### src/rtl/clkmode_pkg.sv
package clkmode_pkg;

    localparam int DIVSEL_W = 2;
    localparam int DIV_MAX  = 16;
    localparam int RATIO_W  = $clog2(DIV_MAX) + 1;
    localparam int MODE_W   = 3;
    localparam int SRC_W    = 2;
    localparam int N_RULES  = 11;

    typedef enum logic [MODE_W-1:0] {
        M_HIGH   = 3'd0,
        M_MID    = 3'd1,
        M_LOW    = 3'd2,
        M_LOWPWR = 3'd3,
        M_PLL    = 3'd4,
        M_RING   = 3'd5,
        M_RINGLP = 3'd6
    } mode_e;

    typedef enum logic [SRC_W-1:0] {
        S_MAIN = 2'd0,
        S_SUB  = 2'd1,
        S_RING = 2'd2,
        S_PLL  = 2'd3
    } src_e;

    typedef struct packed {
        logic [DIVSEL_W-1:0] div_sel;
        logic                div8;
        logic                drive_hi;
        logic                main_stop;
        logic                sub_en;
        logic                sub_sel;
        logic                ring_en;
        logic                ring_sel;
        logic                pll_on;
        logic                pll_fast;
        logic                wait2;
        logic                osd_en;
    } cfg_t;

    typedef struct packed {
        cfg_t cfg;
        logic err;
    } state_t;

    localparam cfg_t CFG_RESET = '{
        div_sel:   '0,
        div8:      1'b1,
        drive_hi:  1'b1,
        main_stop: 1'b0,
        sub_en:    1'b0,
        sub_sel:   1'b0,
        ring_en:   1'b0,
        ring_sel:  1'b0,
        pll_on:    1'b0,
        pll_fast:  1'b0,
        wait2:     1'b0,
        osd_en:    1'b0
    };

endpackage

### src/rtl/clkmode_decode.sv
module clkmode_decode
    import clkmode_pkg::*;
(
    input  logic [DIVSEL_W-1:0] div_sel,
    input  logic                div8,
    input  logic                main_stop,
    input  logic                sub_sel,
    input  logic                ring_sel,
    input  logic                pll_on,
    output mode_e               mode,
    output src_e                src,
    output logic [RATIO_W-1:0]  ratio
);

    logic [RATIO_W-1:0] base_div;

    // shared divider of the main and ring paths
    always_comb begin
        if (div8) begin
            base_div = RATIO_W'(8);
        end else if (div_sel == '1) begin
            base_div = RATIO_W'(DIV_MAX);
        end else begin
            base_div = RATIO_W'(1) << div_sel;
        end
    end

    // ring has priority over the PLL, the PLL over the sub clock
    always_comb begin
        if (ring_sel) begin
            src   = S_RING;
            mode  = main_stop ? M_RINGLP : M_RING;
            ratio = base_div;
        end else if (pll_on) begin
            src   = S_PLL;
            mode  = M_PLL;
            ratio = RATIO_W'(1);
        end else if (sub_sel) begin
            src   = S_SUB;
            mode  = main_stop ? M_LOWPWR : M_LOW;
            ratio = RATIO_W'(1);
        end else begin
            src   = S_MAIN;
            mode  = (div8 || (div_sel != '0)) ? M_MID : M_HIGH;
            ratio = base_div;
        end
    end

endmodule

### src/rtl/clkmode_rules.sv
module clkmode_rules
    import clkmode_pkg::*;
(
    // configuration in force
    input  logic                c_osd_en,
    input  logic [DIVSEL_W-1:0] c_div_sel,
    input  logic                c_div8,
    input  logic                c_wait2,
    input  logic                c_pll_on,
    input  logic                c_pll_fast,
    input  logic                c_sub_en,
    input  mode_e               c_mode,
    input  src_e                c_src,
    input  logic [RATIO_W-1:0]  c_ratio,
    // requested configuration
    input  logic [DIVSEL_W-1:0] n_div_sel,
    input  logic                n_div8,
    input  logic                n_main_stop,
    input  logic                n_sub_en,
    input  logic                n_sub_sel,
    input  logic                n_ring_en,
    input  logic                n_ring_sel,
    input  logic                n_pll_on,
    input  logic                n_pll_fast,
    input  logic                n_wait2,
    input  mode_e               n_mode,
    input  src_e                n_src,
    input  logic [RATIO_W-1:0]  n_ratio,
    // stabilisation status
    input  logic                main_rdy,
    input  logic                sub_rdy,
    input  logic                pll_rdy,
    output logic                legal
);

    logic [N_RULES-1:0] viol;

    always_comb begin
        // frozen while detection is on
        viol[0]  = c_osd_en &&
                   ({c_mode, c_src, c_ratio} != {n_mode, n_src, n_ratio});
        // divider field before divide-by-8, never both at once
        viol[1]  = (n_div_sel != c_div_sel) && (n_div8 != c_div8);
        // PLL entry only from high-speed and when locked
        viol[2]  = (n_mode == M_PLL) && (c_mode != M_PLL) &&
                   ((c_mode != M_HIGH) || !pll_rdy);
        // PLL exit only to high-speed
        viol[3]  = (c_mode == M_PLL) && (n_mode != M_PLL) && (n_mode != M_HIGH);
        // fast PLL needs two wait states in force already
        viol[4]  = n_pll_on && n_pll_fast && !c_wait2 && !(c_pll_on && c_pll_fast);
        // one wait state only with the PLL off
        viol[5]  = c_wait2 && !n_wait2 && (c_pll_on || n_pll_on);
        // ring back to main needs divide-by-8 set beforehand
        viol[6]  = (c_src == S_RING) && (n_src == S_MAIN) && !c_div8;
        // sub entry needs a running and stable sub oscillator
        viol[7]  = (n_src == S_SUB) && (c_src != S_SUB) && (!c_sub_en || !sub_rdy);
        // selected oscillators must be enabled
        viol[8]  = (n_sub_sel && !n_sub_en) || (n_ring_sel && !n_ring_en);
        // sub back to main after main stabilisation
        viol[9]  = (c_src == S_SUB) && (n_src == S_MAIN) && !main_rdy;
        // main may stop only when it does not clock the CPU
        viol[10] = n_main_stop && !((n_src == S_SUB) || (n_src == S_RING));
        legal    = ~|viol;
    end

endmodule

### src/rtl/clkmode_ctrl.sv
module clkmode_ctrl
    import clkmode_pkg::*;
(
    input  logic                clk,
    input  logic                rst_n,
    input  logic                wr_en,
    input  logic [DIVSEL_W-1:0] wr_div_sel,
    input  logic                wr_div8,
    input  logic                wr_drive_hi,
    input  logic                wr_main_stop,
    input  logic                wr_sub_en,
    input  logic                wr_sub_sel,
    input  logic                wr_ring_en,
    input  logic                wr_ring_sel,
    input  logic                wr_pll_on,
    input  logic                wr_pll_fast,
    input  logic                wr_wait2,
    input  logic                wr_osd_en,
    input  logic                err_clr,
    input  logic                main_rdy,
    input  logic                sub_rdy,
    input  logic                pll_rdy,
    output logic [MODE_W-1:0]   mode,
    output logic [SRC_W-1:0]    src,
    output logic [RATIO_W-1:0]  div_ratio,
    output logic                div8,
    output logic                drive_hi,
    output logic                wait2,
    output logic                main_osc_on,
    output logic                sub_osc_on,
    output logic                ring_osc_on,
    output logic                pll_on,
    output logic                err
);

    state_t             s_d, s_q;
    cfg_t               cand;
    mode_e              cur_mode, cand_mode;
    src_e               cur_src, cand_src;
    logic [RATIO_W-1:0] cur_ratio, cand_ratio;
    logic               legal;

    // requested word with the forced bits applied
    always_comb begin
        cand = '{
            div_sel:   wr_div_sel,
            div8:      wr_div8,
            drive_hi:  wr_drive_hi,
            main_stop: wr_main_stop,
            sub_en:    wr_sub_en,
            sub_sel:   wr_sub_sel,
            ring_en:   wr_ring_en,
            ring_sel:  wr_ring_sel,
            pll_on:    wr_pll_on,
            pll_fast:  wr_pll_fast,
            wait2:     wr_wait2,
            osd_en:    wr_osd_en
        };
        if (cand.main_stop && !cand.ring_en) begin
            cand.div8     = 1'b1;
            cand.drive_hi = 1'b1;
        end
    end

    clkmode_decode i_dec_cur (
        .div_sel   (s_q.cfg.div_sel),
        .div8      (s_q.cfg.div8),
        .main_stop (s_q.cfg.main_stop),
        .sub_sel   (s_q.cfg.sub_sel),
        .ring_sel  (s_q.cfg.ring_sel),
        .pll_on    (s_q.cfg.pll_on),
        .mode      (cur_mode),
        .src       (cur_src),
        .ratio     (cur_ratio)
    );

    clkmode_decode i_dec_cand (
        .div_sel   (cand.div_sel),
        .div8      (cand.div8),
        .main_stop (cand.main_stop),
        .sub_sel   (cand.sub_sel),
        .ring_sel  (cand.ring_sel),
        .pll_on    (cand.pll_on),
        .mode      (cand_mode),
        .src       (cand_src),
        .ratio     (cand_ratio)
    );

    clkmode_rules i_rules (
        .c_osd_en    (s_q.cfg.osd_en),
        .c_div_sel   (s_q.cfg.div_sel),
        .c_div8      (s_q.cfg.div8),
        .c_wait2     (s_q.cfg.wait2),
        .c_pll_on    (s_q.cfg.pll_on),
        .c_pll_fast  (s_q.cfg.pll_fast),
        .c_sub_en    (s_q.cfg.sub_en),
        .c_mode      (cur_mode),
        .c_src       (cur_src),
        .c_ratio     (cur_ratio),
        .n_div_sel   (cand.div_sel),
        .n_div8      (cand.div8),
        .n_main_stop (cand.main_stop),
        .n_sub_en    (cand.sub_en),
        .n_sub_sel   (cand.sub_sel),
        .n_ring_en   (cand.ring_en),
        .n_ring_sel  (cand.ring_sel),
        .n_pll_on    (cand.pll_on),
        .n_pll_fast  (cand.pll_fast),
        .n_wait2     (cand.wait2),
        .n_mode      (cand_mode),
        .n_src       (cand_src),
        .n_ratio     (cand_ratio),
        .main_rdy    (main_rdy),
        .sub_rdy     (sub_rdy),
        .pll_rdy     (pll_rdy),
        .legal       (legal)
    );

    // next state: a rejection outranks a clear in the same cycle
    always_comb begin
        s_d = s_q;
        if (err_clr) begin
            s_d.err = 1'b0;
        end
        if (wr_en) begin
            if (legal) begin
                s_d.cfg = cand;
            end else begin
                s_d.err = 1'b1;
            end
        end
    end

    always_ff @(posedge clk or negedge rst_n) begin
        if (!rst_n) begin
            s_q <= '{cfg: CFG_RESET, err: 1'b0};
        end else begin
            s_q <= s_d;
        end
    end

    assign mode        = cur_mode;
    assign src         = cur_src;
    assign div_ratio   = cur_ratio;
    assign div8        = s_q.cfg.div8;
    assign drive_hi    = s_q.cfg.drive_hi;
    assign wait2       = s_q.cfg.wait2;
    assign main_osc_on = !s_q.cfg.main_stop;
    assign sub_osc_on  = s_q.cfg.sub_en;
    assign ring_osc_on = s_q.cfg.ring_en;
    assign pll_on      = s_q.cfg.pll_on;
    assign err         = s_q.err;

    assert_reject_hold_R3: assert property (@(posedge clk) disable iff (!rst_n)
        (wr_en && !legal) |=> (s_q.cfg == $past(s_q.cfg)));

    assert_err_sticky_R3: assert property (@(posedge clk) disable iff (!rst_n)
        (s_q.err && !err_clr) |=> s_q.err);

    assert_pll_entry_R5: assert property (@(posedge clk) disable iff (!rst_n)
        ((cur_mode == M_PLL) && ($past(cur_mode) != M_PLL)) |-> ($past(cur_mode) == M_HIGH));

    assert_pll_exit_R5: assert property (@(posedge clk) disable iff (!rst_n)
        (($past(cur_mode) == M_PLL) && (cur_mode != M_PLL)) |-> (cur_mode == M_HIGH));

    assert_wait_release_R6: assert property (@(posedge clk) disable iff (!rst_n)
        $fell(s_q.cfg.wait2) |-> !$past(s_q.cfg.pll_on));

    assert_ring_exit_R7: assert property (@(posedge clk) disable iff (!rst_n)
        (($past(cur_src) == S_RING) && (cur_src == S_MAIN)) |-> $past(s_q.cfg.div8));

    assert_forced_bits_R8: assert property (@(posedge clk) disable iff (!rst_n)
        (s_q.cfg.main_stop && !s_q.cfg.ring_en) |-> (s_q.cfg.div8 && s_q.cfg.drive_hi));

    assert_detect_freeze_R9: assert property (@(posedge clk) disable iff (!rst_n)
        s_q.cfg.osd_en |=> $stable({cur_mode, cur_src, cur_ratio}));

    assert_main_stop_src_R11: assert property (@(posedge clk) disable iff (!rst_n)
        s_q.cfg.main_stop |-> ((cur_src == S_SUB) || (cur_src == S_RING)));

endmodule

### config.mk
export PLATFORM = sky130hd
export DESIGN_NAME = clkmode_ctrl
export DESIGN_NICKNAME = d
export VERILOG_FILES = /design/src/rtl/clkmode_pkg.sv /design/src/rtl/clkmode_decode.sv /design/src/rtl/clkmode_rules.sv /design/src/rtl/clkmode_ctrl.sv
export SDC_FILE = /design/constraint.sdc
export NUM_CORES = 1
export LEC_CHECK = 0
export ABC_AREA = 1
export BUFFER_PORTS_ARGS = -buffer_cell sky130_fd_sc_hd__clkbuf_2
export CAP_MARGIN = 10
export CORE_AREA = 2 2 62 52
export DETAILED_ROUTE_END_ITERATION = 10
export DIE_AREA = 0 0 64 54
export PLACE_DENSITY_LB_ADDON = 0.12
export SLEW_MARGIN = 5
export SYNTH_ARGS = -nofsm -noshare
export SYNTH_HDL_FRONTEND = slang
export SYNTH_SLANG_ARGS = --single-unit
### constraint.sdc
create_clock -name clk -period 1.96 [get_ports clk]
set_clock_uncertainty 0.2 [all_clocks]
set_input_delay 0.196 -clock clk [delete_from_list [all_inputs] [get_ports clk]]
set_output_delay 0.196 -clock clk [all_outputs]
set_load 0.02 [all_outputs]
# Yosys cells after proc, flatten, opt, wreduce, memory -nomap -nowiden
# Index checks and enable logic that the tools add are counted.
[totals] reg_bits=14 input_bits=20
[op_classes] n_eq_ne=14 shift=2 muxes=32 bitwise_logic=1 n_reduce_logical=48
[ops] cell="2-to-1 mux 5 bit" count=10
[ops] cell="logical AND 1 bit" count=22
[ops] cell="2-to-1 mux 2 bit" count=8
[ops] cell="2-to-1 mux 3 bit" count=5
[ops] cell="zero test 1 bit" count=12
[ops] cell="OR reduction 11 bit" count=1
[ops] cell="inequality test 10 bit" count=1
[ops] cell="<< shifter 1 x 2 -> 5 bit (first input constant)" count=2
[ops] cell="2-to-1 mux 1 bit" count=9
[ops] cell="equality test 2 bit (second input constant)" count=4
[ops] cell="logical OR 1 bit" count=7
[ops] cell="equality test 3 bit (second input constant)" count=2
[ops] cell="inequality test 3 bit (second input constant)" count=2
[ops] cell="nonzero test 3 bit" count=2
[ops] cell="equality test 2 x 1 -> 1 bit (second input constant)" count=2
[ops] cell="nonzero test 2 bit" count=2
[ops] cell="zero test 2 bit" count=1
[ops] cell="inequality test 2 x 1 -> 1 bit (second input constant)" count=1
[ops] cell="inequality test 2 bit" count=1
[ops] cell="AND reduction 2 bit" count=1
[ops] cell="inequality test 1 bit" count=1
[ops] cell="NOT 1 bit" count=1

# Longest topological paths before layout
[logic_depth] depth_word=14 ltp_mapped=16 ltp_nobuf=15

# By module
# A second synthesis with hierarchy kept.
[hier_totals] cells_unflattened=207 area_unflattened_um2=1197.4
[modules_own_cells] module="clkmode_ctrl" instances=1 cells_each=65 area_per_inst_um2=560.5
[modules_own_cells] module="clkmode_rules" instances=1 cells_each=88 area_per_inst_um2=396.6
[modules_own_cells] module="clkmode_decode" instances=2 cells_each=27 area_per_inst_um2=120.1

# Worst setup path before layout
# No wires, ideal clock.
[synth_timing] kind="flip-flop to flip-flop" from="reg s_q (netlist bit pll_on)" to="reg s_q (netlist bit pll_on)" arrival_time_ps=1797 path_slack_ps=-155 path_stages_with_launch=15 n_path_buf=1 period_less_slack_ps=2115 path_cell_list="dfrtp_1 -> inv_1 -> nand2_2 -> nor2_1 -> nand2_1 -> nand3_2 -> nand3_1 -> nand3_1 -> nor2_1 -> nand2_1 -> nand2_4 -> nand3_4 -> buf_6 -> nand2_1 -> nand2_1"
[synth_via] elab_chain_len=8 elab_cells_between_ends=33 cone_classes="6 x eq/ne; 6 x mux; 1 x bitwise; 20 x reduce/logical"
[synth_rtl] item="start, declared" line="clkmode_ctrl.sv:36" rtl="state_t s_d, s_q;"
[synth_rtl] item="start signal, assigned" line="clkmode_ctrl.sv:136" rtl="s_q <= '{cfg: CFG_RESET, err: 1'b0};"
[synth_rtl] item="2-to-1 mux 3 bit (*)" line="clkmode_decode.sv:34" rtl="end else if (pll_on) begin"
[synth_rtl] item="2-to-1 mux 3 bit (*)" line="clkmode_decode.sv:30" rtl="if (ring_sel) begin"
[synth_rtl] item="net mode[2]" line="clkmode_ctrl.sv:23" rtl="output logic [MODE_W-1:0] mode,"
[synth_rtl] item="inequality test 3 bit (tied with other cells)" line="clkmode_rules.sv:45" rtl="viol[2] = (n_mode == M_PLL) && (c_mode != M_PLL) &&"
[synth_rtl] item="logical AND 1 bit (tied with other cells)" line="clkmode_rules.sv:45"
[synth_rtl] item="logical AND 1 bit (on tied branches)" line="clkmode_rules.sv:45, clkmode_rules.sv:48"
[synth_rtl] item="OR reduction 11 bit (*)" line="clkmode_rules.sv:63" rtl="legal = ~|viol;"
[synth_rtl] item="NOT 1 bit (no line) (*)"
[synth_rtl] item="AND reduction 2 bit (no line) (*)"
# Mark *: on every way through the listed nets, which the timed path passes. The rest lies on a longest branch.
# A chain may end at the register's enable or synchronous reset.

# Worst setup path in the final report
[layout_timing] from="reg s_q[7] in the netlist's numbering" to="reg s_q[1] in the netlist's numbering"
[layout_via] elab_chain_len=9 elab_cells_between_ends=31 cone_classes="6 x eq/ne; 9 x mux; 1 x bitwise; 15 x reduce/logical"
[layout_rtl] item="2-to-1 mux 2 bit / 2-to-1 mux 1 bit (equally long branches)" line="clkmode_decode.sv:38" rtl="end else if (sub_sel) begin"
[layout_rtl] item="2-to-1 mux 3 bit / 2-to-1 mux 2 bit (equally long branches)" line="clkmode_decode.sv:34"
[layout_rtl] item="2-to-1 mux 3 bit / 2-to-1 mux 2 bit (equally long branches)" line="clkmode_decode.sv:30"
[layout_rtl] item="inequality test 3 bit (tied with other cells)" line="clkmode_rules.sv:45"
[layout_rtl] item="logical AND 1 bit (tied with other cells)" line="clkmode_rules.sv:45"
[layout_rtl] item="logical AND 1 bit (on tied branches)"
[layout_rtl] item="OR reduction 11 bit (*)" line="clkmode_rules.sv:63"
[layout_rtl] item="NOT 1 bit (no line) (*)"
[layout_rtl] item="AND reduction 2 bit (no line) (*)"
# Every way passes the cells marked *; elsewhere a longest branch is shown, timed or not.

==> impl_metrics.ini <==
[status]
status = complete, but fails checks
violations = negative setup slack

[place]
place_area_mm2 = 0.00163
gp_congestion = 0.890
io_buffers = 37
dp_cells = 284
dp_hpwl_mm = 2.91

[sta]
drv_slew = 0
rsz0062_at_grt = yes
hold_viol_final = 0
fmax_mhz = 485
worst_slew_pin_slew_ns = 0.348
min_period_ns = 2.06
setup_slack_ns = -0.101
setup_viol = 14
slew-limit-headroom_pct = 76.8
timing.final.crit_share_pct = 105

[drt]
routed_wl_mm = 3.58
wl_met1_mm = 1.62
vias = 1456
detail_route.wl_per_cell_um = 11.9
dr_wl_met2_mm = 1.72
highest_layer = met4
ant_nets = 0
wl_met3_um = 210
drc = 0
via_per_inst = 4.85
drt-initial-drc-count = 100
first_pass_iters = 4

[clock_tree]
clk_pin_slew_ns = 0.09
h-tree-depth = 1
clock_sinks = 14
cts_tree = yes
clk_latency_ns = 0.28
cts_buffer_depth = 2
clock-root-buffer = clkbuf_4
cts_buffers = 3

[global_route]
grt_use_total_pct = 21.7
grt_antenna_before_repair = 0
grt_overflow = 0
grt_pass1_vias = 1304
grt_max_degree = 17
grt_first_pass_wirelength_mm = 5.76

[setup_path]
worst-setup-path-type = reg -> reg
cp.arrival_ns = 2.02
critical_path_buf_inv_count = 0
reg2reg_from = s_q[7]
r2r_slack_ns = -0.10
crit_path_start = s_q[7]
r2r-end = s_q[1]
r2r_cells = 10
worstPathCellList = o21ai_4 -> nand2_2 -> xnor2_2 -> nand3_1 -> nor2_1 -> nand2_1 -> nand2_4 -> nand3_4 -> nand2_2 -> nand2_1
cp.required_ns = 1.92
cp-end-kind = flip-flop
crit_fanout = 7
critPathMaxStageDelay_ns = 0.46
critical_path_depth = 10
cp_top_family = simple AND/OR/NAND/NOR gates
start_kind = flip-flop
slowest_stage = dfrtp_2

[cells_and_area]
final_common_cell = nand2_1
multiInputGateArea_um2 = 781
mostFrequentLayoutCells = nand2_1 (58), clkbuf_2 (36), buf_4 (30), inv_1 (21), nand4_1 (17)
ff_latch_area_um2 = 355
design_area_mm2 = 0.00182
fin_nets = 283
antenna_cells = 0
fin_cells = 300
drive_above_1_share_pct = 40.4
area_growth_pct = 49.4
fillers = 259

[synthesis]
syn_area_mm2 = 0.00121
syn_area_per_cell_um2 = 6.50
synth.distinct_cells = 30
ys_ff_latch = 14
yosysWarnings = 0
synth_fp_nets = 209
syn_inst = 187
yosysSeqAreaShare_pct = 29.0

[power]
seqPwrFrac_pct = 23.3
power.total_mw = 2.51
power_density_mw_per_mm2 = 1380
power.net_switching_mw = 1.26
intPower_mw = 1.25
vdd_drop_max_mv = 0.836
switching_share_pct = 50.3
p_clk_share_pct = 6.7
p_comb_share_pct = 70.0
p_leak_nw = 1.03

[hold_path]
hold_start = wr_drive_hi
whs_endpoint = drive_hi
min_delay_path_depth = 5
hp-class = in -> reg

[die]
die_height_um = 54
die_area_mm2 = 0.00346
ioPinCount = 38
fp.dieW_um = 64
coreArea_mm2 = 0.00291
row_count = 18
start_util_pct = 41.8

[job]
cap_violations = 0
[per-layer routing]
metal  vias up  GRT usage [%]
met3         4           5.02
met1       659           28.8
li1        741              -
met4         0           3.99
met2        52           36.8
met5         -              0
[through the flow]
step	utilization [%]	hold slack, ns	worst slack (ns)	TNS (ns)
3_3_place_gp	56.2	-0.0904	-0.0734	-0.811
6_report	62.5	0.0488	-0.101	-0.909
3_5_place_dp	56.2	-0.0861	-0.136	-1.63
4_1_cts	61.6	0.0423	-0.0571	-0.447
5_1_grt	62.5	0.0643	-0.253	-3.05
2_1_floorplan	-	-0.300	-0.0208	-0.142
[final cells by class]
cell class                      count  area share (%)
Inverter                           28            5.79
Sequential cell                    14            19.6
Tap cell                           40            2.76
Multi-Input combinational cell    139            43.0
Timing Repair Buffer               75            27.4
Clock buffer                        4            1.45
[tightest hold or removal path, stage by stage]
cell,delay [ns]
clkbuf_2,0.08
inv_1,0.05
nand2_1,0.04
nand4_1,0.09
nand2_1,0.06
[cell usage after synthesis (all sizes together)]
cell / instances / share of area [%]
inv: 28 / 8.7
ha: 2 / 2.1
nor2: 19 / 6.3
dfstp: 2 / 4.3
nor3: 2 / 1.2
nand4: 17 / 8.8
a21oi: 3 / 1.2
nand3: 15 / 7.6
xor2: 4 / 2.9
xnor2: 1 / 0.72
a32oi: 1 / 0.72
nand3b: 1 / 0.62
dfrtp: 12 / 25
o21bai: 1 / 0.62
buf: 6 / 3.9
clkbuf: 1 / 0.31
nand2: 67 / 22
o21ai: 4 / 2.9
o22ai: 1 / 0.52
[power by group through the flow]
stage | clock [mW] | combinational, mW | sequential [mW]
final | 0.168 | 1.76 | 0.586
after global routing | 0.195 | 1.94 | 0.606
after global placement | 0 | 1.59 | 0.573
after floorplan | 0 | 0.960 | 0.647
after detailed placement | 0 | 1.61 | 0.585
after CTS | 0.172 | 1.71 | 0.587
[cell families (layout without fill, tap and decap cells)]
logic type                 count (synthesis)  in the layout  synth area share (%)
AOI/OAI and AO/OA                         10             10                  5.97
xor gates and xnor gates                   5              5                  3.60
buffers and inverters                     35            107                  12.9
and+or+nand+nor                          121            122                  46.4
adders and majority gates                  2              2                  2.06
DFF                                       14             14                  29.0
[sequential cells by signal, indices dropped and copies added, names as in the netlist]
name,flops
s_q,7
div8,1
drive_hi,1
err,1
pll_on,1
ring_osc_on,1
sub_osc_on,1
wait2,1
[worst max-delay path by stage]
stage                    to  slack [ns]
floorplan            pll_on       -0.02
global placement    s_q[13]       -0.07
detailed placement  s_q[12]       -0.14
CTS                 s_q[12]       -0.06
global route        s_q[13]       -0.25
finish               s_q[1]       -0.10
[what timing repair did]
action	4_1_cts	5_1_grt
gates cloned	1	0
gates resized for setup	8	7
pin swaps	8	6
hold endpoints to repair	20	0
setup buffers	3	1
endpoints found under the setup margin	14	15
hold buffers	7	0
Power figures use the tool's default switching activity.
